[config.mk]
export PLATFORM = sky130hd
export DESIGN_NAME = pwm4_joinable
export DESIGN_NICKNAME = d
export VERILOG_FILES = /design/src/rtl/pwm_pkg.sv /design/src/rtl/pwm_regs.sv /design/src/rtl/pwm_prescale.sv /design/src/rtl/pwm_pair.sv /design/src/rtl/pwm4_joinable.sv
export SDC_FILE = /design/constraint.sdc
export NUM_CORES = 1
export LEC_CHECK = 0
export BUFFER_PORTS_ARGS = -buffer_cell sky130_fd_sc_hd__buf_2
export CAP_MARGIN = 10
export CORE_MARGIN = 4
export CORE_UTILIZATION = 40
export CTS_BUF_LIST = sky130_fd_sc_hd__clkbuf_4
export DETAILED_ROUTE_END_ITERATION = 8
export GPL_TIMING_DRIVEN = 1
export PLACE_DENSITY_LB_ADDON = 0.08
export SLEW_MARGIN = 20
export SYNTH_ARGS = -nofsm -noshare
export SYNTH_HDL_FRONTEND = slang
export SYNTH_SLANG_ARGS = --single-unit
[constraint.sdc]
create_clock -name clk -period 3.5 [get_ports clk]
set_clock_uncertainty 0.2 [all_clocks]
set_input_delay 0.7 -clock clk [delete_from_list [all_inputs] [get_ports clk]]
set_output_delay 0.7 -clock clk [all_outputs]
set_load 0.005 [all_outputs]
[src/rtl/pwm_pkg.sv]
package pwm_pkg;
    localparam int NUM_CH    = 4;
    localparam int NUM_PAIRS = NUM_CH / 2;
    localparam int CTRL_ADDR = 0;
    localparam int PER_BASE  = 4;
    localparam int DUTY_BASE = 8;

    typedef enum logic {
        PAIR_SPLIT  = 1'b0,
        PAIR_JOINED = 1'b1
    } pair_mode_e;
endpackage

[src/rtl/pwm_regs.sv]
module pwm_regs
    import pwm_pkg::*;
#(
    parameter int W  = 8,
    parameter int AW = 4
) (
    input  logic          clk,
    input  logic          rst_n,
    input  logic          we,
    input  logic [AW-1:0] addr,
    input  logic [W-1:0]  wdata,
    output logic [W-1:0]  rdata,
    output logic [W-1:0]  ctrl_q,
    output logic [W-1:0]  per_q  [NUM_CH],
    output logic [W-1:0]  duty_q [NUM_CH]
);
    always_ff @(posedge clk or negedge rst_n) begin
        if (!rst_n)
            ctrl_q <= '0;
        else if (we && addr == AW'(CTRL_ADDR))
            ctrl_q <= wdata;
    end

    for (genvar c = 0; c < NUM_CH; c++) begin : g_ch
        always_ff @(posedge clk or negedge rst_n) begin
            if (!rst_n) begin
                per_q[c]  <= '0;
                duty_q[c] <= '0;
            end else if (we) begin
                if (addr == AW'(PER_BASE + c))  per_q[c]  <= wdata;
                if (addr == AW'(DUTY_BASE + c)) duty_q[c] <= wdata;
            end
        end
    end

    always_comb begin
        rdata = '0;
        if (addr == AW'(CTRL_ADDR)) rdata = ctrl_q;
        for (int c = 0; c < NUM_CH; c++) begin
            if (addr == AW'(PER_BASE + c))  rdata = per_q[c];
            if (addr == AW'(DUTY_BASE + c)) rdata = duty_q[c];
        end
    end

    AST_CTRL_HOLD: assert property (@(posedge clk) disable iff (!rst_n)
        !(we && addr == AW'(CTRL_ADDR)) |=> $stable(ctrl_q));
endmodule

[src/rtl/pwm_prescale.sv]
module pwm_prescale #(
    parameter int CODE_W = 3
) (
    input  logic              clk,
    input  logic              rst_n,
    input  logic [CODE_W-1:0] code_a,
    input  logic [CODE_W-1:0] code_b,
    output logic              tick_a,
    output logic              tick_b
);
    localparam int DIV_W = (1 << CODE_W) - 1;

    logic [DIV_W-1:0] div_cnt;

    function automatic logic strobe(input logic [DIV_W-1:0] cnt,
                                    input logic [CODE_W-1:0] code);
        logic [DIV_W-1:0] mask;
        mask = DIV_W'((1 << code) - 1);
        return (cnt & mask) == mask;
    endfunction

    always_ff @(posedge clk or negedge rst_n) begin
        if (!rst_n) div_cnt <= '0;
        else        div_cnt <= div_cnt + DIV_W'(1);
    end

    always_comb begin
        tick_a = strobe(div_cnt, code_a);
        tick_b = strobe(div_cnt, code_b);
    end

    AST_SLOW_IN_FAST: assert property (@(posedge clk) disable iff (!rst_n)
        (code_a >= code_b) && tick_a |-> tick_b);
endmodule

[src/rtl/pwm_pair.sv]
module pwm_pair
    import pwm_pkg::*;
#(
    parameter int W = 8
) (
    input  logic         clk,
    input  logic         rst_n,
    input  logic         tick,
    input  logic         join_req,
    input  logic [W-1:0] per_h,
    input  logic [W-1:0] per_l,
    input  logic [W-1:0] duty_h,
    input  logic [W-1:0] duty_l,
    output logic         out_h,
    output logic         out_l
);
    localparam int W2 = 2 * W;

    pair_mode_e   state, state_nx;
    logic [W-1:0] cnt_h, cnt_l, aper_h, aper_l, aduty_h, aduty_l;
    logic         switch_now, wrap_h, wrap_l, wrap_j;

    always_comb begin
        unique case (state)
            PAIR_SPLIT:  state_nx = join_req ? PAIR_JOINED : PAIR_SPLIT;
            PAIR_JOINED: state_nx = join_req ? PAIR_JOINED : PAIR_SPLIT;
            default:     state_nx = PAIR_SPLIT;
        endcase
        switch_now = (state_nx != state);
        wrap_h = tick && (cnt_h >= aper_h);
        wrap_l = tick && (cnt_l >= aper_l);
        wrap_j = tick && ({cnt_h, cnt_l} >= {aper_h, aper_l});
    end

    always_ff @(posedge clk or negedge rst_n) begin
        if (!rst_n) state <= PAIR_SPLIT;
        else        state <= state_nx;
    end

    always_ff @(posedge clk or negedge rst_n) begin
        if (!rst_n) begin
            cnt_h <= '0;  cnt_l <= '0;
            aper_h <= '0; aper_l <= '0;
            aduty_h <= '0; aduty_l <= '0;
        end else if (switch_now) begin
            cnt_h <= '0;  cnt_l <= '0;
            aper_h <= per_h;   aper_l <= per_l;
            aduty_h <= duty_h; aduty_l <= duty_l;
        end else begin
            unique case (state)
                PAIR_SPLIT: begin
                    if (wrap_h) begin
                        cnt_h <= '0; aper_h <= per_h; aduty_h <= duty_h;
                    end else if (tick) begin
                        cnt_h <= cnt_h + W'(1);
                    end
                    if (wrap_l) begin
                        cnt_l <= '0; aper_l <= per_l; aduty_l <= duty_l;
                    end else if (tick) begin
                        cnt_l <= cnt_l + W'(1);
                    end
                end
                PAIR_JOINED: begin
                    if (wrap_j) begin
                        cnt_h <= '0;  cnt_l <= '0;
                        aper_h <= per_h;   aper_l <= per_l;
                        aduty_h <= duty_h; aduty_l <= duty_l;
                    end else if (tick) begin
                        {cnt_h, cnt_l} <= {cnt_h, cnt_l} + W2'(1);
                    end
                end
                default: ;
            endcase
        end
    end

    always_ff @(posedge clk or negedge rst_n) begin
        if (!rst_n) begin
            out_h <= 1'b0;
            out_l <= 1'b0;
        end else begin
            unique case (state)
                PAIR_SPLIT: begin
                    out_h <= cnt_h < aduty_h;
                    out_l <= cnt_l < aduty_l;
                end
                PAIR_JOINED: begin
                    out_h <= {cnt_h, cnt_l} < {aduty_h, aduty_l};
                    out_l <= 1'b0;
                end
                default: begin
                    out_h <= 1'b0;
                    out_l <= 1'b0;
                end
            endcase
        end
    end

    AST_ODD_PIN_LOW: assert property (@(posedge clk) disable iff (!rst_n)
        (state == PAIR_JOINED) && $past(state == PAIR_JOINED) |-> !out_l);
    AST_CNT_IN_RANGE: assert property (@(posedge clk) disable iff (!rst_n)
        (state == PAIR_SPLIT) |-> (cnt_h <= aper_h) && (cnt_l <= aper_l));
    AST_CNT16_IN_RANGE: assert property (@(posedge clk) disable iff (!rst_n)
        (state == PAIR_JOINED) |-> ({cnt_h, cnt_l} <= {aper_h, aper_l}));
    AST_HOLD_WORKING: assert property (@(posedge clk) disable iff (!rst_n)
        (state == PAIR_SPLIT) && !switch_now && !wrap_l |=> $stable(aduty_l) && $stable(aper_l));
    AST_RESTART_ON_SWITCH: assert property (@(posedge clk) disable iff (!rst_n)
        switch_now |=> (cnt_h == '0) && (cnt_l == '0));
endmodule

[src/rtl/pwm4_joinable.sv]
module pwm4_joinable
    import pwm_pkg::*;
#(
    parameter int W      = 8,
    parameter int CODE_W = 3,
    parameter int AW     = 4
) (
    input  logic              clk,
    input  logic              rst_n,
    input  logic              reg_we,
    input  logic [AW-1:0]     reg_addr,
    input  logic [W-1:0]      reg_wdata,
    output logic [W-1:0]      reg_rdata,
    output logic [NUM_CH-1:0] pwm_out
);
    localparam int JOIN_BIT0 = 2 * CODE_W;

    logic [W-1:0] ctrl_q;
    logic [W-1:0] per_q  [NUM_CH];
    logic [W-1:0] duty_q [NUM_CH];
    logic         tick_a, tick_b;
    logic [NUM_PAIRS-1:0] pair_tick;
    logic [NUM_PAIRS-1:0] pin_h, pin_l;

    pwm_regs #(.W(W), .AW(AW)) u_regs (
        .clk(clk), .rst_n(rst_n), .we(reg_we), .addr(reg_addr),
        .wdata(reg_wdata), .rdata(reg_rdata), .ctrl_q(ctrl_q),
        .per_q(per_q), .duty_q(duty_q)
    );

    pwm_prescale #(.CODE_W(CODE_W)) u_div (
        .clk(clk), .rst_n(rst_n),
        .code_a(ctrl_q[2*CODE_W-1:CODE_W]),
        .code_b(ctrl_q[CODE_W-1:0]),
        .tick_a(tick_a), .tick_b(tick_b)
    );

    assign pair_tick = {tick_b, tick_a};

    for (genvar p = 0; p < NUM_PAIRS; p++) begin : g_pair
        pwm_pair #(.W(W)) u_pair (
            .clk(clk), .rst_n(rst_n), .tick(pair_tick[p]),
            .join_req(ctrl_q[JOIN_BIT0 + p]),
            .per_h(per_q[2*p]),   .per_l(per_q[2*p+1]),
            .duty_h(duty_q[2*p]), .duty_l(duty_q[2*p+1]),
            .out_h(pin_h[p]), .out_l(pin_l[p])
        );
        assign pwm_out[2*p]   = pin_h[p];
        assign pwm_out[2*p+1] = pin_l[p];
    end

    AST_RESET_PINS_LOW: assert property (@(posedge clk)
        !rst_n |-> pwm_out == '0);
endmodule

==> results of run 1 <==
cells in the mapped netlist, types with 7 or more instances:
| master | number |
|---|---|
| a22oi_1 | 9 |
| a221o_1 | 16 |
| buf_2 | 8 |
| nand3_1 | 25 |
| and3_1 | 15 |
| nor2b_1 | 20 |
| clkbuf_1 | 26 |
| nand4_1 | 14 |
| mux2i_1 | 7 |
| a31oi_1 | 24 |
| dfrtp_1 | 181 |
| o2bb2ai_1 | 13 |
| o22ai_1 | 10 |
| mux2_1 | 9 |
| nor2_1 | 42 |
| a21oi_1 | 39 |
| xor2_1 | 7 |
| ha_1 | 71 |
| xnor2_1 | 8 |
| a22o_1 | 8 |
| inv_1 | 85 |
| nand2_1 | 75 |
| o21ai_0 | 43 |
| nand2b_1 | 15 |
| nor3_1 | 12 |
| o211ai_1 | 11 |
| mux2_2 | 104 |
| a21o_1 | 15 |
| nor4_1 | 14 |
| mux2_4 | 10 |
cell type report:
cell class	instances	area [µm²]
Sequential cell	181	4530
Inverter	85	319
Clock inverter	15	184
Tap cell	335	419
Multi-Input combinational cell	725	5620
Timing Repair Buffer	64	439
Antenna cell	2	5.00
Clock buffer	17	128
Fill cell	2510	14600
through the flow:
| stage | util (%) | instances | power [mW] | hold WS [ps] | cell area [µm²] |
|---|---|---|---|---|---|
| after floorplan | - | 1036 | 5.41 | 152 | 10700 |
| after global placement | 43.2 | 1389 | 6.31 | 273 | 11300 |
| after detailed placement | 43.2 | 1389 | 6.34 | 275 | 11300 |
| after CTS | 44.4 | 1422 | 7.63 | 281 | 11600 |
| after global routing | 44.4 | 1423 | 8.17 | 280 | 11600 |
| final | 44.4 | 1424 | 7.55 | 304 | 11600 |
path summary, 6_finish.rpt:
check / from / cells past startpoint / slack, ps / endpoint
max: u_regs.duty_q[13] / 5 / 390 / reg_rdata[5]
min: u_div.div_cnt[6] / 1 / 300 / u_div.div_cnt[6]
max reg2reg: g_pair[1].u_pair.cnt_h[5] / 7 / 420 / g_pair[1].u_pair.aper_h[5]
min reg2reg: u_div.div_cnt[6] / 1 / 300 / u_div.div_cnt[6]
max in group asynchronous: rst_n / 3 / 1770 / g_pair[1].u_pair.aduty_h[0]
min in group asynchronous: rst_n / 2 / 460 / u_div.div_cnt[1]
registers in the layout, summed over array words and instances (netlist names):
| signal | cells |
|---|---|
| g_pair.u_pair.aduty_l | 16 |
| g_pair.u_pair.out_h | 2 |
| g_pair.u_pair.out_l | 2 |
| g_pair.u_pair.aper_h | 16 |
| g_pair.u_pair.state | 2 |
| g_pair.u_pair.cnt_l | 16 |
| u_regs.duty_q | 32 |
| u_regs.ctrl_q | 8 |
| g_pair.u_pair.aper_l | 16 |
| u_regs.per_q | 32 |
| g_pair.u_pair.cnt_h | 16 |
| g_pair.u_pair.aduty_h | 16 |
| u_div.div_cnt | 7 |
power by group through the flow:
stage | clock network, mW | logic [mW] | registers, mW
finish | 1.26 | 3.03 | 3.26
global placement | 0 | 3.00 | 3.31
CTS | 1.31 | 3.05 | 3.26
detailed placement | 0 | 3.03 | 3.31
floorplan | 0 | 2.34 | 3.07
global route | 1.39 | 3.43 | 3.35
timing repair:
item / 4_1_cts / 5_1_grt
hold endpoints to repair: 77 / 0
hold buffers: 1 / 0
setup endpoints to repair: 0 / 0
cell families after synthesis:
kind of cell,after synthesis
AO/OA/AOI/OAI,250
XOR/XNOR,15
adder cells (fa/ha/maj),71
buffers and inverters,130
flip-flops,181
multiplexers,130
AND/OR/NAND/NOR,259
per-layer routing:
layer  up-vias  part of all wire, %  wire length (µm)
met5         -                    0                 0
met4         0                  1.4               397
met3        20                  4.4              1290
met2       177                   45             13200
met1      4058                   49             14400
li1       3909                    -                 -
==> results.sh, run 1 <==
export IMPL_rsz0062_at_grt="false"
export IMPL_cp_top_family="compound AO/OA/AOI/OAI gates"
export IMPL_async_flop_share_pct=100
export IMPL_grt_first_pass_wirelength_um=47100
export IMPL_cp_start_kind="register"
export IMPL_htreeDepth=4
export IMPL_met3_usage_pct=3.77
export IMPL_relSlewSlack_pct=40.1
export IMPL_critPathBufInv=1
export IMPL_finalCriticalPeriod_ps=3110
export IMPL_crit_path_cell_trace="a22o_1, a222oi_1, mux2i_1, a21o_1, buf_2"
export IMPL_antenna_found_initial=1
export IMPL_fin_tns_setup_ps=0
export IMPL_ant_nets=0
export IMPL_dp_hpwl_um=21500
export IMPL_worst_slew_pin_slew_ps=899
export IMPL_die_x_um=172
export IMPL_grt_use_met2_pct=31.5
export IMPL_drt_iter0_drc=714
export IMPL_grt_met1_usage_pct=30.9
export IMPL_drive_above_1_share_pct=21.1
export IMPL_seq_area_frac_synth_pct=42.3
export IMPL_synthAdderAreaFrac_pct=8.30
export IMPL_slew_viol_final=0
export IMPL_yosysTopAreaCell="dfrtp_1"
export IMPL_grt_busiest_layer="met2"
export IMPL_cts_tree="yes"
export IMPL_grt_max_degree=82
export IMPL_setup_violations=0
export IMPL_synthMuxAreaShare_pct=13.9
export IMPL_synth_top_family_by_area="compound AO/OA/AOI/OAI gates"
export IMPL_sequentialPowerShare_pct=43.1
export IMPL_row_count=59
export IMPL_synth_seq_cells=181
export IMPL_fin_nets=1160
export IMPL_synth_enable_flop_cells=0
export IMPL_cts_sinks=181
export IMPL_netlist_instances=1036
export IMPL_yosysWarnings=0
export IMPL_p_per_area_mw_per_mm2=649
export IMPL_clkPwrFrac_pct=16.7
export IMPL_syn_num_nets=1122
export IMPL_io_pins=27
export IMPL_power_switching_mw=3.08
export IMPL_cp_arrival_ps=2210
export IMPL_die_h_um=172
export IMPL_cpPeakStageDelay_ps=530
export IMPL_yosys_cell_types_count=74
export IMPL_finalHoldViolCount=0
export IMPL_synth_area_leaders="dfrtp_1 42%, mux2_2 11%, ha_1 8.3%"
export IMPL_mostFrequentLayoutCells="181 x dfrtp_1, 104 x mux2_2, 85 x inv_1"
export IMPL_wl_um=29200
export IMPL_netlist_area_mm2=0.0107
export IMPL_clock_latency_ps=600
export IMPL_max_freq_mhz=321
export IMPL_min_path_type="register to register"
export IMPL_cts_buffer_depth=2
export IMPL_yosys_area_share_simple_pct=12.3
export IMPL_grt_ovfl_total=0
export IMPL_path_clk_slew_ps=200
export IMPL_grt_use_total_pct=20.6
export IMPL_coreArea_mm2=0.0262
export IMPL_setup_ws_ps=387
export IMPL_wl_per_cell_um=20.5
export IMPL_cts_root_buf="clkbuf_4"
export IMPL_swShare_pct=40.8
export IMPL_vias=8164
export IMPL_final_common_cell="dfrtp_1"
export IMPL_drc_errors=0
export IMPL_cts_setup_buffers=0
export IMPL_drv_cap=0
export IMPL_grt_pass1_vias=7937
export IMPL_leakage_nw=5.27
export IMPL_worst_ir_drop_vdd_mv=0.256
export IMPL_syn_avg_cell_area_um2=10.3
export IMPL_gp_congestion=0.825
export IMPL_synth_xor_xnor_area_share_pct=1.23
export IMPL_status="finished, final reports clean"
export IMPL_synth_compound_area_share_pct=16.7
export IMPL_min_period_over_period_pct=88.9
export IMPL_first_pass_iters=5
export IMPL_vias_per_cell=5.73
export IMPL_comb_power_share_pct=40.2
export IMPL_io_buffers=26
export IMPL_cts_buffers=17
export IMPL_synthFlopType="dfrtp_1"
export IMPL_intPower_mw=4.47
export IMPL_yosysTopAreaCellShare_pct=42.3
export IMPL_cts_resized=0
export IMPL_dieArea_mm2=0.0294
export IMPL_initial_utilization_pct=40.8
export IMPL_cp_slowest_cell="dfrtp_1"
export IMPL_area_growth_synth_to_final_pct=8.77
export IMPL_crit_required_ps=2600
export IMPL_critPathKind="register to output port"
export IMPL_cp_max_fo=5
export IMPL_dp_slack_ps=383
export IMPL_endpoint_kind="output port"
Note: power is estimated with default switching activity, not from simulation.
==> inputs of run 2 (changes only) <==
--- a/config.mk
+++ b/config.mk
@@ -8,7 +8,7 @@
 export BUFFER_PORTS_ARGS = -buffer_cell sky130_fd_sc_hd__buf_2
 export CAP_MARGIN = 10
 export CORE_MARGIN = 4
-export CORE_UTILIZATION = 40
+export CORE_UTILIZATION = 50
 export CTS_BUF_LIST = sky130_fd_sc_hd__clkbuf_4
 export DETAILED_ROUTE_END_ITERATION = 8
 export GPL_TIMING_DRIVEN = 1
==> results.sh, run 2 (synthesis results as in run 1) <==
export IMPL_fin_tns_setup_ps=0
export IMPL_vias_per_cell=5.94
export IMPL_area_growth_synth_to_final_pct=7.51
export IMPL_io_buffers=26
export IMPL_die_h_um=154
export IMPL_dp_slack_ps=358
export IMPL_cp_start_kind="register"
export IMPL_setup_ws_ps=303
export IMPL_min_path_type="register to register"
export IMPL_fin_nets=1156
export IMPL_worst_slew_pin_slew_ps=950
export IMPL_row_count=53
export IMPL_crit_path_cell_trace="inv_1, ha_1, nand2b_1, a2111o_1, a21oi_1, o21ai_0, a22oi_2, mux2_2"
export IMPL_relSlewSlack_pct=36.7
export IMPL_status="finished, final reports clean"
export IMPL_vias=8073
export IMPL_path_clk_slew_ps=150
export IMPL_wl_um=27300
export IMPL_reg_largest_list="u_regs.duty_q: 32 flops, u_regs.per_q: 32 flops"
export IMPL_critPathKind="register to register"
export IMPL_endpoint_kind="register"
export IMPL_drc_errors=0
export IMPL_cp_slowest_cell="a22oi_2"
export IMPL_min_period_over_period_pct=91.3
export IMPL_clock_latency_ps=570
export IMPL_dp_hpwl_um=20200
export IMPL_cp_arrival_ps=3460
export IMPL_power_total_mw=7.42
export IMPL_antenna_found_initial=2
export IMPL_slew_viol_final=0
export IMPL_final_common_cell="dfrtp_1"
export IMPL_drive_above_1_share_pct=20.5
export IMPL_grt_use_total_pct=23.2
export IMPL_fill_cells=1887
export IMPL_leakage_nw=5.24
export IMPL_worst_ir_drop_vdd_mv=0.287
export IMPL_p_per_area_mw_per_mm2=645
export IMPL_gp_congestion=0.847
export IMPL_drt_iter0_drc=619
export IMPL_wl_per_cell_um=20.1
export IMPL_cts_buffer_depth=2
export IMPL_cts_setup_buffers=0
export IMPL_htreeDepth=4
export IMPL_cpPeakStageDelay_ps=770
export IMPL_grt_first_pass_wirelength_um=43600
export IMPL_crit_required_ps=3770
export IMPL_cp_top_family="compound AO/OA/AOI/OAI gates"
export IMPL_drv_cap=0
export IMPL_finalHoldViolCount=0
export IMPL_cts_root_buf="clkbuf_4"
export IMPL_critPathBufInv=1
export IMPL_finalCriticalPeriod_ps=3200
export IMPL_io_pins=27
export IMPL_ant_nets=0
export IMPL_initial_utilization_pct=50.9
export IMPL_cts_buffers=17
export IMPL_die_x_um=154
export IMPL_grt_max_degree=62
export IMPL_mostFrequentLayoutCells="181 x dfrtp_1, 104 x mux2_2, 85 x inv_1"
export IMPL_coreArea_mm2=0.0210
export IMPL_grt_pass1_vias=7660
export IMPL_first_pass_iters=6
export IMPL_cts_tree="yes"
export IMPL_dieArea_mm2=0.0238
export IMPL_cp_max_fo=17
export IMPL_final_util_pct=54.7
export IMPL_max_freq_mhz=313
export IMPL_setup_violations=0
export IMPL_rsz0062_at_grt="false"
export IMPL_cts_sinks=181
export IMPL_grt_ovfl_total=0
run 2: final cells by class:
type | count | area [µm²] | share of cell area, %
Inverter | 85 | 319 | 2.77
Timing Repair Buffer | 60 | 422 | 3.67
Multi-Input combinational cell | 725 | 5620 | 48.8
Sequential cell | 181 | 4530 | 39.4
Clock inverter | 13 | 136 | 1.19
Tap cell | 275 | 344 | 2.99
Clock buffer | 18 | 135 | 1.17
Antenna cell | 1 | 2.50 | 0.0218
run 2: timing repair:
action	in CTS	in global routing
gates resized for setup	0	0
endpoints found under the hold margin	55	0
hold buffers	1	0
run 2: final timing paths:
check	to	cells after the start	slack, ps	startpoint
setup reg to reg	g_pair[1].u_pair.aduty_l[7]	8	300	g_pair[1].u_pair.cnt_l[0]
hold / removal	u_div.div_cnt[6]	1	300	u_div.div_cnt[6]
hold reg to reg	u_div.div_cnt[6]	1	300	u_div.div_cnt[6]
setup / recovery	g_pair[1].u_pair.aduty_l[7]	8	300	g_pair[1].u_pair.cnt_l[0]
max in group asynchronous	u_regs.duty_q[20]	3	1900	rst_n
min in group asynchronous	g_pair[1].u_pair.cnt_h[4]	2	440	rst_n
run 2: report_power, final:
| part | total (mW) | internal (mW) | switching (mW) | leakage [nW] |
|---|---|---|---|---|
| combinational | 2.96 | 1.41 | 1.55 | 2.83 |
| sequential | 3.29 | 2.70 | 0.590 | 2.26 |
| clock | 1.17 | 0.426 | 0.743 | 0.143 |
| total | 7.42 | 4.53 | 2.88 | 5.24 |
run 2: through the flow:
| step | cell area (µm²) | hold slack (ps) | cells |
|---|---|---|---|
| floorplan | 10700 | 152 | 1036 |
| global placement | 11200 | 271 | 1325 |
| detailed placement | 11200 | 275 | 1325 |
| CTS | 11500 | 301 | 1357 |
| global route | 11500 | 320 | 1358 |
| finish | 11500 | 300 | 1358 |
run 2: layer usage:
layer / GRT usage, % / wire length, µm / up-vias
met5: 0 / 8 / -
met3: 3.58 / 1230 / 19
met1: 36.7 / 14000 / 3967
met2: 33.6 / 11800 / 218
li1: - / - / 3867
met4: 4.58 / 236 / 2
